[config.mk]
export PLATFORM = sky130hd
export DESIGN_NAME = irq_combiner
export DESIGN_NICKNAME = d
export VERILOG_FILES = /design/src/rtl/irqc_pkg.sv /design/src/rtl/irqc_ctrl_reg.sv /design/src/rtl/irqc_flags.sv /design/src/rtl/irqc_pin_fsm.sv /design/src/rtl/irqc_pin_drv.sv /design/src/rtl/irq_combiner.sv
export SDC_FILE = /design/constraint.sdc
export NUM_CORES = 1
export LEC_CHECK = 0
export BUFFER_PORTS_ARGS = -buffer_cell sky130_fd_sc_hd__buf_2
export CORE_ASPECT_RATIO = 0.8
export CORE_MARGIN = 5
export CORE_UTILIZATION = 51
export DETAILED_ROUTE_END_ITERATION = 8
export PLACE_DENSITY = 0.77
export SLEW_MARGIN = 10
export SYNTH_ARGS = -nofsm -noshare
export SYNTH_HDL_FRONTEND = slang
export SYNTH_HIERARCHICAL = 1
export SYNTH_SLANG_ARGS = --single-unit
[constraint.sdc]
create_clock -name clk -period 3.2 [get_ports clk]
set_input_delay 0.8 -clock clk [delete_from_list [all_inputs] [get_ports clk]]
set_output_delay 0.8 -clock clk [all_outputs]
set_load 0.01 [all_outputs]
[src/rtl/irqc_pkg.sv]
package irqc_pkg;

    localparam int unsigned NSRC    = 3;
    localparam int unsigned SRC_WDT = 0;
    localparam int unsigned SRC_PWR = 1;
    localparam int unsigned SRC_ALM = 2;

    typedef enum logic [1:0] {
        PIN_IDLE  = 2'd0,
        PIN_LEVEL = 2'd1,
        PIN_PULSE = 2'd2
    } pin_state_e;

    typedef struct packed {
        logic            pulse_mode;
        logic            act_high;
        logic [NSRC-1:0] en;
    } ctrl_t;

    localparam int unsigned CTRL_USED_W = $bits(ctrl_t);

endpackage

[src/rtl/irqc_ctrl_reg.sv]
module irqc_ctrl_reg
    import irqc_pkg::*;
#(
    parameter int unsigned CTRL_W = 8
) (
    input  logic              clk,
    input  logic              rst_n,
    input  logic              wr_i,
    input  logic [CTRL_W-1:0] wdata_i,
    output ctrl_t             ctrl_o,
    output logic [CTRL_W-1:0] rdata_o
);

    localparam int unsigned PAD_W = CTRL_W - CTRL_USED_W;

    ctrl_t ctrl_q;
    logic  unused_hi;

    // Bits above the used field are dropped on write.
    assign unused_hi = ^wdata_i[CTRL_W-1:CTRL_USED_W];

    always_ff @(posedge clk or negedge rst_n) begin
        if (!rst_n) begin
            ctrl_q <= '0;
        end else if (wr_i) begin
            ctrl_q <= ctrl_t'(wdata_i[CTRL_USED_W-1:0]);
        end
    end

    assign ctrl_o  = ctrl_q;
    assign rdata_o = {{PAD_W{1'b0}}, ctrl_q};

endmodule

[src/rtl/irqc_flags.sv]
module irqc_flags
    import irqc_pkg::*;
(
    input  logic            clk,
    input  logic            rst_n,
    input  logic [NSRC-1:0] evt_i,
    input  logic            rd_active_i,
    input  logic            rd_we_hi_i,
    output logic [NSRC-1:0] flags_q_o,
    output logic [NSRC-1:0] flags_d_o
);

    logic            rd_prev_q;
    logic            rd_done;
    logic [NSRC-1:0] flag_q;
    logic [NSRC-1:0] flag_d;

    // A read cycle is complete once the strobe drops with write-enable high.
    assign rd_done = rd_prev_q && !rd_active_i && rd_we_hi_i;

    always_ff @(posedge clk or negedge rst_n) begin
        if (!rst_n) begin
            rd_prev_q <= 1'b0;
        end else begin
            rd_prev_q <= rd_active_i;
        end
    end

    for (genvar s = 0; s < NSRC; s++) begin : g_flag
        // A new event takes priority over the clear.
        assign flag_d[s] = evt_i[s] | (flag_q[s] & ~rd_done);

        always_ff @(posedge clk or negedge rst_n) begin
            if (!rst_n) begin
                flag_q[s] <= 1'b0;
            end else begin
                flag_q[s] <= flag_d[s];
            end
        end
    end

    assign flags_q_o = flag_q;
    assign flags_d_o = flag_d;

endmodule

[src/rtl/irqc_pin_fsm.sv]
module irqc_pin_fsm
    import irqc_pkg::*;
#(
    parameter int unsigned PULSE_TICKS = 6554
) (
    input  logic            clk,
    input  logic            rst_n,
    input  ctrl_t           ctrl_i,
    input  logic [NSRC-1:0] evt_i,
    input  logic [NSRC-1:0] flags_d_i,
    input  logic            backup_i,
    output logic            asserted_o
);

    localparam int unsigned CNT_W = $clog2(PULSE_TICKS + 1);
    localparam logic [CNT_W-1:0] CNT_LOAD = CNT_W'(PULSE_TICKS);
    localparam logic [CNT_W-1:0] CNT_LAST = CNT_W'(1);

    pin_state_e      state_q, state_d;
    logic [CNT_W-1:0] cnt_q, cnt_d;
    logic [NSRC-1:0] src_mask;
    logic            qual_evt;
    logic            pend_nxt;

    // In backup mode only the alarm may reach the pin.
    always_comb begin
        src_mask = ctrl_i.en;
        if (backup_i) begin
            src_mask = ctrl_i.en & NSRC'(1 << SRC_ALM);
        end
    end

    assign qual_evt = |(evt_i & src_mask);
    assign pend_nxt = |(flags_d_i & src_mask);

    always_ff @(posedge clk or negedge rst_n) begin
        if (!rst_n) begin
            state_q <= PIN_IDLE;
            cnt_q   <= '0;
        end else begin
            state_q <= state_d;
            cnt_q   <= cnt_d;
        end
    end

    always_comb begin
        state_d = state_q;
        cnt_d   = cnt_q;
        unique case (state_q)
            PIN_IDLE: begin
                if (ctrl_i.pulse_mode) begin
                    if (qual_evt) begin
                        state_d = PIN_PULSE;
                        cnt_d   = CNT_LOAD;
                    end
                end else if (pend_nxt) begin
                    state_d = PIN_LEVEL;
                end
            end
            PIN_LEVEL: begin
                if (ctrl_i.pulse_mode || !pend_nxt) begin
                    state_d = PIN_IDLE;
                end
            end
            PIN_PULSE: begin
                if (cnt_q <= CNT_LAST) begin
                    state_d = PIN_IDLE;
                    cnt_d   = '0;
                end else begin
                    cnt_d = cnt_q - CNT_LAST;
                end
            end
            default: begin
                state_d = PIN_IDLE;
                cnt_d   = '0;
            end
        endcase
    end

    always_comb begin
        asserted_o = (state_q != PIN_IDLE);
    end

endmodule

[src/rtl/irqc_pin_drv.sv]
module irqc_pin_drv (
    input  logic asserted_i,
    input  logic act_high_i,
    input  logic backup_i,
    input  logic vcc_ok_i,
    output logic pin_o,
    output logic oe_o
);

    always_comb begin
        if (act_high_i && !backup_i) begin
            // Push-pull, only while the main supply is good.
            oe_o  = vcc_ok_i;
            pin_o = asserted_i & vcc_ok_i;
        end else begin
            // Open drain: pull low when asserted, release otherwise.
            oe_o  = asserted_i;
            pin_o = 1'b0;
        end
    end

endmodule

[src/rtl/irq_combiner.sv]
module irq_combiner
    import irqc_pkg::*;
#(
    parameter int unsigned PULSE_TICKS = 6554,
    parameter int unsigned CTRL_W      = 8
) (
    input  logic              clk,
    input  logic              rst_n,
    input  logic              wdt_evt_i,
    input  logic              pwr_evt_i,
    input  logic              alm_evt_i,
    input  logic              ctrl_wr_i,
    input  logic [CTRL_W-1:0] ctrl_wdata_i,
    output logic [CTRL_W-1:0] ctrl_o,
    input  logic              flag_rd_i,
    input  logic              rd_we_hi_i,
    output logic [2:0]        flags_o,
    input  logic              backup_i,
    input  logic              vcc_ok_i,
    output logic              irq_pin_o,
    output logic              irq_oe_o
);

    ctrl_t           ctrl;
    logic [NSRC-1:0] evt;
    logic [NSRC-1:0] flags_q;
    logic [NSRC-1:0] flags_d;
    logic            asserted;

    always_comb begin
        evt          = '0;
        evt[SRC_WDT] = wdt_evt_i;
        evt[SRC_PWR] = pwr_evt_i;
        evt[SRC_ALM] = alm_evt_i;
    end

    irqc_ctrl_reg #(.CTRL_W(CTRL_W)) u_ctrl (
        .clk     (clk),
        .rst_n   (rst_n),
        .wr_i    (ctrl_wr_i),
        .wdata_i (ctrl_wdata_i),
        .ctrl_o  (ctrl),
        .rdata_o (ctrl_o)
    );

    irqc_flags u_flags (
        .clk         (clk),
        .rst_n       (rst_n),
        .evt_i       (evt),
        .rd_active_i (flag_rd_i),
        .rd_we_hi_i  (rd_we_hi_i),
        .flags_q_o   (flags_q),
        .flags_d_o   (flags_d)
    );

    irqc_pin_fsm #(.PULSE_TICKS(PULSE_TICKS)) u_fsm (
        .clk        (clk),
        .rst_n      (rst_n),
        .ctrl_i     (ctrl),
        .evt_i      (evt),
        .flags_d_i  (flags_d),
        .backup_i   (backup_i),
        .asserted_o (asserted)
    );

    irqc_pin_drv u_drv (
        .asserted_i (asserted),
        .act_high_i (ctrl.act_high),
        .backup_i   (backup_i),
        .vcc_ok_i   (vcc_ok_i),
        .pin_o      (irq_pin_o),
        .oe_o       (irq_oe_o)
    );

    assign flags_o = flags_q;

endmodule

==> flow_metrics.py, run 1 <==
metrics = {
    "run_status": {
        "status": "complete, no violations",
    },
    "critical_path": {
        "crit_buf_inv": 1,
        "critPathLaunchType": "flop",
        "critPathTopFamily": "flip-flops",
        "worstPathRequired_ns": 2.40,
        "worstPathMaxFanout": 21,
        "cpMaxStageDelayCell": "dfrtp_1",
        "slowest_delay_ns": 0.63,
        "path_class": "reg -> out",
        "cp-end-kind": "output pin",
        "cp_cell_sequence": "or2_2 -> mux2_4 -> buf_2",
        "arrival_ns": 1.73,
    },
    "sta": {
        "worst_slew_pin_slew_ns": 0.8179,
        "setup_tns_ns": 0,
        "report.final.slew_viol_count": 0,
        "hold-worst-slack_ns": 0.4520,
        "setup_viol": 0,
        "slew_headroom": 0.4515,
        "fin_crit_ns": 2.530,
        "max_clock_freq_mhz": 395.2,
        "rsz0062_at_grt": "no",
        "finalCritPeriodShare": 0.7907,
        "setup_slack_ns": 0.6699,
        "final-hold-violation-count": 0,
        "finClkSkew_ns": 0.01298,
    },
    "placement": {
        "port_buffers": 24,
        "gp_congestion": 0.8622,
        "pre_cts_slack_ns": 0.8919,
        "hpwl_um": 2249,
        "postPlaceCellArea_um2": 1465,
    },
    "power": {
        "vdd_drop_max_mv": 0.2147,
        "swShare": 0.2403,
        "powerDensity_nw_per_um2": 339.6,
        "leakagePower_nw": 0.6463,
        "cellInternalPower_mw": 0.3838,
        "power_frac_clock": 0.253,
        "p_switching_mw": 0.1214,
        "pwr-share-comb": 0.112,
        "power_frac_seq": 0.636,
    },
    "yosys": {
        "ys_async_sr_fraction": 1.000,
        "ys_ff_latch": 24,
        "seq_area_frac_synth": 0.4428,
        "syn_area_um2": 1356,
        "synthTopCellsByArea": "dfrtp_1, buf_4, mux2_2",
        "synth_edf_count": 0,
        "syn_inst": 136,
        "yosysTopAreaCell": "dfrtp_1",
        "synth_top_area_frac": 0.4428,
        "avgSynthCellArea_um2": 9.973,
        "yosysUniqueCellTypes": 46,
        "yosysWarnings": 6,
        "synthFlopType": "dfrtp_1",
    },
    "clock_tree": {
        "clock-sinks": 24,
        "cts.repair.resized": 0,
        "cts.clk_slew.worst_paths_ns": 0.13,
        "cts_buffers": 3,
        "cts_root_buf": "clkbuf_4",
        "postCtsHoldBufs": 0,
        "cts_max_level": 1,
        "clk_latency_ns": 0.31,
        "cts_tree": "yes",
        "post-cts-setup-buffers": 0,
        "cts_buffer_depth": 2,
    },
    "floorplan": {
        "die_w_um": 67.66,
        "core_um2": 2502,
        "die_h_um": 56.13,
        "start_util": 0.5420,
        "io_pins": 31,
        "num_rows": 16,
        "die_area_um2": 3797,
    },
    "route": {
        "drt_iter0_markers": 94,
        "routed_via_density": 6.016,
        "post_drt_wl_per_cell_um": 15.65,
        "first_pass_iters": 4,
        "routed_wl_um": 2989,
        "drc": 0,
        "ant_nets": 0,
        "vias": 1149,
    },
    "cells_and_area": {
        "final_nets": 177,
        "nFillCells": 226,
        "fin_util": 0.5945,
        "regArea_um2": 600.6,
        "drive_gt1_frac": 0.2710,
        "n_antenna_cell": 0,
        "fin_area_um2": 1488,
        "area_growth_pct": 9.687,
        "multi_input_area_um2": 669.4,
    },
    "global_routing": {
        "grt_max_degree": 25,
        "grt_pass1_wl_um": 5244,
        "grt_pass1_vias": 1181,
        "antenna_found_initial": 0,
        "grtUsageMet2": 0.2913,
        "top_usage_layer": "met2",
        "grt_overflow": 0,
        "met1_usage": 0.2273,
        "globalRouteTotalUtil": 0.1782,
        "met3_usage": 0.05051,
    },
    "worst_hold_path": {
        "hold_class": "in -> async",
    },
    "run": {
        "maxCapViolCount": 0,
    },
}
==> sequential cells by signal, indices dropped and copies added, names as in the netlist <==
signal and flops:
u_flags/rd_prev_q 1, u_fsm/state_q 2, u_flags/flags_q_o 3, u_ctrl/ctrl_o 5, u_fsm/cnt_q 13
==> stage by stage <==
step,cells,total power [mW]
after global routing,191,0.5344
after global placement,188,0.3812
after CTS,191,0.5128
after detailed placement,188,0.3842
after floorplan,138,0.3644
final,191,0.5052
==> routing by layer <==
| metal | share of wire | vias up |
|---|---|---|
| li1 | - | 542 |
| met1 | 0.43 | 565 |
| met2 | 0.51 | 40 |
| met3 | 0.057 | 2 |
| met4 | 0.0050 | 0 |
| met5 | 0 | - |
==> layout by cell type (no fill, tap or decap), types with 2 or more instances in the layout <==
master and count:
nand2_1 14, mux2_2 5, o211ai_1 5, a21oi_1 3, buf_2 24, conb_1 3, a21o_1 3, nor3_1 7
ha_1 2, nand4_1 2, a22oi_1 2, nor3b_1 2, nand3_1 7, inv_1 6, dfrtp_1 24, nor4_1 2
a211oi_1 2, o21ai_0 5, nand2b_1 2, o2111ai_1 2, or4b_4 2, nor2_1 4, clkbuf_4 3
==> path summary, 6_finish.rpt <==
path                                      start              endpoint  slack [ns]  cells past startpoint
setup / recovery               u_fsm/state_q[1]              irq_oe_o        0.67                      3
hold / removal                            rst_n     u_flags/rd_prev_q        0.45                      1
setup reg to reg                 u_fsm/cnt_q[0]       u_fsm/cnt_q[10]        0.84                      6
hold reg to reg            u_flags/flags_q_o[2]  u_flags/flags_q_o[2]        0.52                      1
max in group asynchronous                 rst_n       u_fsm/cnt_q[11]        2.38                      1
min in group clk           u_flags/flags_q_o[2]  u_flags/flags_q_o[2]        0.52                      1
==> cells in the mapped netlist, types with 2 or more instances <==
library cell / instances
nor3b_1: 2
a211oi_1: 2
a22oi_1: 2
nand4_1: 2
inv_1: 6
o21ai_0: 5
mux2_2: 5
ha_1: 2
o211ai_1: 5
nand3_1: 7
nand2b_1: 2
a21o_1: 3
buf_4: 8
o2111ai_1: 2
nor3_1: 7
dfrtp_1: 24
nor4_1: 2
clkbuf_1: 3
a21oi_1: 3
nand2_1: 14
or4b_4: 2
nor2_1: 4
==> layout make-up <==
type | count | area share
timing repair buffer | 25 | 0.08579
sequential | 24 | 0.4037
clock buffer | 3 | 0.01514
tap | 36 | 0.03028
multi-input combinational | 97 | 0.4500
inverter | 6 | 0.01514
==> kinds of logic (layout without fill, tap and decap cells) <==
group / count (synthesis) / after routing / share of synthesized area
adders and majority gates: 2 / 2 / 0.01845
muxes: 6 / 6 / 0.05258
AOI/OAI and AO/OA: 33 / 33 / 0.1781
and+or+nand+nor: 53 / 53 / 0.2362
other: 1 / 3 / 0.002765
buffers and inverters: 17 / 34 / 0.06919
DFF: 24 / 24 / 0.4428
==> power groups by stage <==
| stage | logic [mW] | clock network (mW) | registers (mW) |
|---|---|---|---|
| 2_1_floorplan | 0.0383 | 0 | 0.326 |
| 3_3_place_gp | 0.0552 | 0 | 0.326 |
| 3_5_place_dp | 0.0572 | 0 | 0.327 |
| 4_1_cts | 0.0573 | 0.134 | 0.321 |
| 5_1_grt | 0.0629 | 0.148 | 0.323 |
| 6_report | 0.0564 | 0.128 | 0.321 |
Power figures use the tool's default switching activity.
==> inputs of run 2 (changes only) <==
- CORE_UTILIZATION: 51 -> 48
- PLACE_DENSITY: 0.77 -> 0.76
- clock period: 3.2 -> 2.2 ns (I/O delays scaled with it)
==> flow_metrics.py, run 2 (synthesis gave the netlist of run 1 again) <==
metrics = {
    "route": {
        "routed_via_density": 5.649,
        "vias": 1141,
        "drc": 0,
        "post_drt_wl_per_cell_um": 15.40,
        "drt_iter0_markers": 52,
        "routed_wl_um": 3111,
        "ant_nets": 0,
        "first_pass_iters": 4,
    },
    "critical_path": {
        "r2r_setup_slack_ns": 0.13,
        "worstPathRequired_ns": 2.44,
        "arrival_ns": 2.31,
        "r2r.worst_path.cells": 6,
        "critPathLaunchType": "flop",
        "cp-end-kind": "flop",
        "r2r-end": "u_fsm/cnt_q[10]",
        "timing.rr.start": "u_fsm/cnt_q[1]",
        "worstPathMaxFanout": 3,
        "path_class": "reg -> reg",
    },
    "floorplan": {
        "io_pins": 31,
        "start_util": 0.4943,
        "die_h_um": 57.55,
        "die_w_um": 69.43,
        "die_area_um2": 3995,
        "core_um2": 2744,
        "num_rows": 17,
    },
    "power": {
        "power.total_mw": 0.7380,
        "p_switching_mw": 0.1798,
        "cellInternalPower_mw": 0.5582,
        "pwr-share-comb": 0.111,
        "power_frac_seq": 0.633,
        "leakagePower_nw": 0.6902,
        "power_frac_clock": 0.257,
        "vdd_drop_max_mv": 0.3653,
        "swShare": 0.2436,
        "powerDensity_nw_per_um2": 473.8,
    },
    "clock_tree": {
        "cts_buffer_depth": 2,
        "cts.repair.resized": 0,
        "clock-sinks": 24,
        "cts_buffers": 3,
        "clk_latency_ns": 0.31,
        "cts.clk_slew.worst_paths_ns": 0.13,
        "cts_max_level": 1,
        "cts_tree": "yes",
        "cts_root_buf": "clkbuf_4",
    },
    "sta": {
        "fin_crit_ns": 2.066,
        "hold-worst-slack_ns": 0.2041,
        "setup_tns_ns": 0,
        "max_clock_freq_mhz": 484.1,
        "report.final.slew_viol_count": 0,
        "final-hold-violation-count": 0,
        "setup_viol": 0,
        "rsz0062_at_grt": "no",
        "worst_slew_pin_slew_ns": 0.5310,
        "slew_headroom": 0.6433,
        "finClkSkew_ns": 0.007933,
        "finalCritPeriodShare": 0.9390,
    },
    "global_routing": {
        "grt_overflow": 0,
        "globalRouteTotalUtil": 0.1751,
        "grt_max_degree": 25,
        "grt_pass1_vias": 1225,
        "grt_pass1_wl_um": 5582,
        "antenna_found_initial": 0,
    },
    "cells_and_area": {
        "n_antenna_cell": 0,
        "fin_area_um2": 1558,
        "area_growth_pct": 14.85,
        "largest_reg_flops": 13,
        "drive_gt1_frac": 0.3110,
        "nFillCells": 265,
        "largest_register": "u_fsm/cnt_q",
        "final_nets": 186,
        "layout_common_cells": "buf_2, dfrtp_1, nand2_1",
    },
    "run_status": {
        "status": "complete, no violations",
    },
    "placement": {
        "postPlaceCellArea_um2": 1528,
        "port_buffers": 24,
        "hpwl_um": 2342,
        "gp_congestion": 0.9471,
    },
    "run": {
        "maxCapViolCount": 0,
    },
    "worst_hold_path": {
        "hold_class": "in -> async",
    },
}
[run 2: changes by cell type in the layout (fill, tap and decap cells not counted)]
cell   delta
buf_4     +9
[run 2: layout make-up]
cell class,count,area [um^2],area share
clock buffers,3,22.52,0.01446
multi-input cells,97,669.4,0.4297
flip-flops and latches,24,600.6,0.3855
inverters,6,22.52,0.01446
repair buffers,34,195.2,0.1253
well taps,38,47.55,0.03052
[run 2: how the worst max path moves through the flow]
stage | cells after the start | from | to | slack, ns
finish | 6 | u_fsm/cnt_q[1] | u_fsm/cnt_q[10] | 0.13
detailed placement | 6 | u_fsm/cnt_q[1] | u_fsm/cnt_q[10] | 0.11
global route | 6 | u_fsm/cnt_q[1] | u_fsm/cnt_q[10] | 0.04
global placement | 6 | u_fsm/cnt_q[1] | u_fsm/cnt_q[10] | 0.15
floorplan | 6 | u_fsm/cnt_q[0] | u_fsm/cnt_q[10] | 0.07
CTS | 6 | u_fsm/cnt_q[1] | u_fsm/cnt_q[10] | 0.08
[run 2: power by group through the flow]
stage,registers (mW),clock network [mW],logic (mW)
2_1_floorplan,0.474,0,0.0557
3_3_place_gp,0.474,0,0.0802
3_5_place_dp,0.476,0,0.0828
4_1_cts,0.468,0.202,0.0830
5_1_grt,0.470,0.225,0.0907
6_report,0.467,0.189,0.0816
[run 2: what timing repair did]
action | 4_1_cts | 5_1_grt
hold buffers | 0 | 0
setup buffers | 0 | 1
setup endpoints to repair | 0 | 1
hold endpoints to repair | 0 | 0
[run 2: critical path, stage by stage (launching register included)]
cell,delay (ns)
dfrtp_1,0.42
inv_1,0.08
ha_1,0.15
or4b_4,0.47
or4b_4,0.52
or2_0,0.22
o211ai_2,0.13
[run 2: per-stage QoR]
step / worst slack, ns / util / instances
2_1_floorplan: 0.06966 / - / 138
3_3_place_gp: 0.1521 / 0.5568 / 198
3_5_place_dp: 0.1134 / 0.5568 / 198
4_1_cts: 0.08084 / 0.5650 / 201
5_1_grt: 0.04378 / 0.5677 / 202
6_report: 0.1342 / 0.5677 / 202
[run 2: routing by layer]
| metal | vias to the layer above | wire [um] | GRT usage |
|---|---|---|---|
| met5 | - | 0 | 0 |
| met4 | 0 | 20 | 0.04735 |
| met3 | 2 | 187 | 0.04754 |
| met2 | 34 | 1576 | 0.3043 |
| met1 | 550 | 1327 | 0.2157 |
| li1 | 555 | - | - |
==> inputs of run 3 (changes only) <==
- CORE_UTILIZATION: 48 -> 51
- PLACE_DENSITY: 0.76 -> 0.77
- clock period: 2.2 -> 2.1 ns (I/O delays scaled with it)
==> flow_metrics.py, run 3 (synthesis gave the netlist of run 1 again) <==
metrics = {
    "global_routing": {
        "grt_overflow": 0,
        "antenna_found_initial": 0,
        "grt_pass1_wl_um": 5368,
        "globalRouteTotalUtil": 0.1843,
        "grt_max_degree": 25,
        "grt_pass1_vias": 1169,
    },
    "critical_path": {
        "path_class": "reg -> reg",
        "cp_cell_sequence": "inv_1 -> ha_4 -> or4b_4 -> or4b_4 -> or2_0 -> o211ai_2",
        "worstPathMaxFanout": 2,
        "r2r_setup_slack_ns": 0.08,
        "startpoint": "u_fsm/cnt_q[0]",
        "timing.rr.start": "u_fsm/cnt_q[0]",
        "slowest_delay_ns": 0.53,
        "worstPathRequired_ns": 2.35,
        "arrival_ns": 2.27,
        "worstSetupEndpoint": "u_fsm/cnt_q[10]",
        "cp-end-kind": "flop",
        "cpMaxStageDelayCell": "or4b_4",
        "r2r-end": "u_fsm/cnt_q[10]",
        "critPathLaunchType": "flop",
        "path_common_cell": "or4b_4",
        "r2r.worst_path.cells": 6,
    },
    "floorplan": {
        "die_area_um2": 3797,
        "io_pins": 31,
        "die_h_um": 56.13,
        "num_rows": 16,
        "start_util": 0.5420,
        "core_um2": 2502,
        "die_w_um": 67.66,
    },
    "clock_tree": {
        "cts_buffer_depth": 2,
        "cts_max_level": 1,
        "clk_latency_ns": 0.32,
        "cts_buffers": 3,
        "cts.clk_slew.worst_paths_ns": 0.13,
        "cts_root_buf": "clkbuf_4",
        "clock-sinks": 24,
        "postCtsHoldBufs": 0,
        "cts_tree": "yes",
    },
    "power": {
        "leakagePower_nw": 0.6958,
        "power_frac_seq": 0.598,
        "vdd_drop_max_mv": 0.3816,
        "power_frac_clock": 0.297,
        "swShare": 0.2372,
        "cellInternalPower_mw": 0.6237,
        "p_switching_mw": 0.1940,
        "powerDensity_nw_per_um2": 517.0,
        "pwr-share-comb": 0.105,
        "power.total_mw": 0.8177,
    },
    "route": {
        "routed-wl-met2_um": 1455,
        "drt_iter0_markers": 96,
        "wl_met1_um": 1324,
        "top_layer": "met4",
        "post_drt_wl_per_cell_um": 15.12,
        "routed_wl_um": 3040,
        "dr_wl_met3_um": 238,
        "drc": 0,
        "ant_nets": 0,
        "routed_via_density": 5.910,
        "first_pass_iters": 4,
        "vias": 1188,
    },
    "sta": {
        "setup_viol": 0,
        "max_clock_freq_mhz": 495.6,
        "setup_tns_ns": 0,
        "finClkSkew_ns": 0.008904,
        "rsz0062_at_grt": "no",
        "slew_headroom": 0.6493,
        "final-hold-violation-count": 0,
        "fin_crit_ns": 2.018,
        "report.final.slew_viol_count": 0,
        "setup_slack_ns": 0.08234,
        "hold-worst-slack_ns": 0.1687,
        "finalCritPeriodShare": 0.9608,
        "worst_slew_pin_slew_ns": 0.5261,
    },
    "cells_and_area": {
        "largest_reg_flops": 13,
        "fin_util": 0.6320,
        "area_growth_pct": 16.61,
        "layout_common_cells": "buf_2, dfrtp_1, nand2_1",
        "largest_register": "u_fsm/cnt_q",
        "n_antenna_cell": 0,
        "drive_gt1_frac": 0.3273,
        "final_nets": 186,
    },
    "placement": {
        "pre_cts_slack_ns": 0.06492,
        "gp_congestion": 0.8564,
        "port_buffers": 24,
        "hpwl_um": 2310,
    },
    "run": {
        "maxCapViolCount": 0,
    },
    "run_status": {
        "status": "complete, no violations",
    },
    "worst_hold_path": {
        "hold_class": "in -> async",
    },
}
-- run 3: cell types whose count changed in the layout (fill, tap and decap cells not counted) --
| cell | previous run | this run |
|---|---|---|
| inv_2 | 0 | 1 |
| inv_1 | 6 | 5 |
| ha_1 | 2 | 1 |
| clkbuf_8 | 0 | 1 |
| ha_4 | 0 | 1 |
-- run 3: layout make-up --
class / count / area (um^2)
clock buffer: 4 / 36.28
multi-input combinational: 97 / 681.9
inverter: 6 / 22.52
sequential: 24 / 600.6
fill: 224 / 920.9
tap: 36 / 45.04
timing repair buffer: 34 / 195.2
-- run 3: power groups by stage --
stage	sequential [mW]	combinational, mW	clock, mW
6_report	0.489	0.0857	0.243
5_1_grt	0.492	0.0957	0.279
4_1_cts	0.490	0.0871	0.257
3_5_place_dp	0.498	0.0870	0
3_3_place_gp	0.497	0.0841	0
2_1_floorplan	0.497	0.0583	0
-- run 3: how the worst min path moves through the flow --
| stage | from | endpoint | cells after the start |
|---|---|---|---|
| after global routing | rst_n | u_flags/flags_q_o[0] | 1 |
| final | rst_n | u_fsm/cnt_q[0] | 1 |
| after detailed placement | u_flags/flags_q_o[0] | u_flags/flags_q_o[0] | 1 |
| after floorplan | rst_n | u_ctrl/ctrl_o[0] | 0 |
| after global placement | u_flags/flags_q_o[1] | u_flags/flags_q_o[1] | 1 |
| after CTS | rst_n | u_flags/rd_prev_q | 1 |
-- run 3: what timing repair did --
item | 4_1_cts | 5_1_grt
setup endpoints to repair | 0 | 1
gates resized for setup | 0 | 1
setup buffers | 0 | 0
-- run 3: per-layer routing --
metal  GRT usage  up-vias
met5           0        -
met4     0.04046        0
met3     0.04848        4
met2      0.2899       49
met1      0.2506      576
li1            -      559
-- run 3: stage by stage --
stage | std cells | instance area [um^2]
final | 201 | 1582
after global routing | 201 | 1582
after CTS | 201 | 1582
after detailed placement | 197 | 1545
after global placement | 197 | 1545
after floorplan | 138 | 1376
-- run 3: worst max-delay path, delay by kind of cell, from the launching register on --
family | cells | cell delay [ns]
simple gates | 3 | 1.22
buf+inv | 1 | 0.08
flops | 1 | 0.40
compound gates | 1 | 0.13
fa+ha+maj | 1 | 0.13
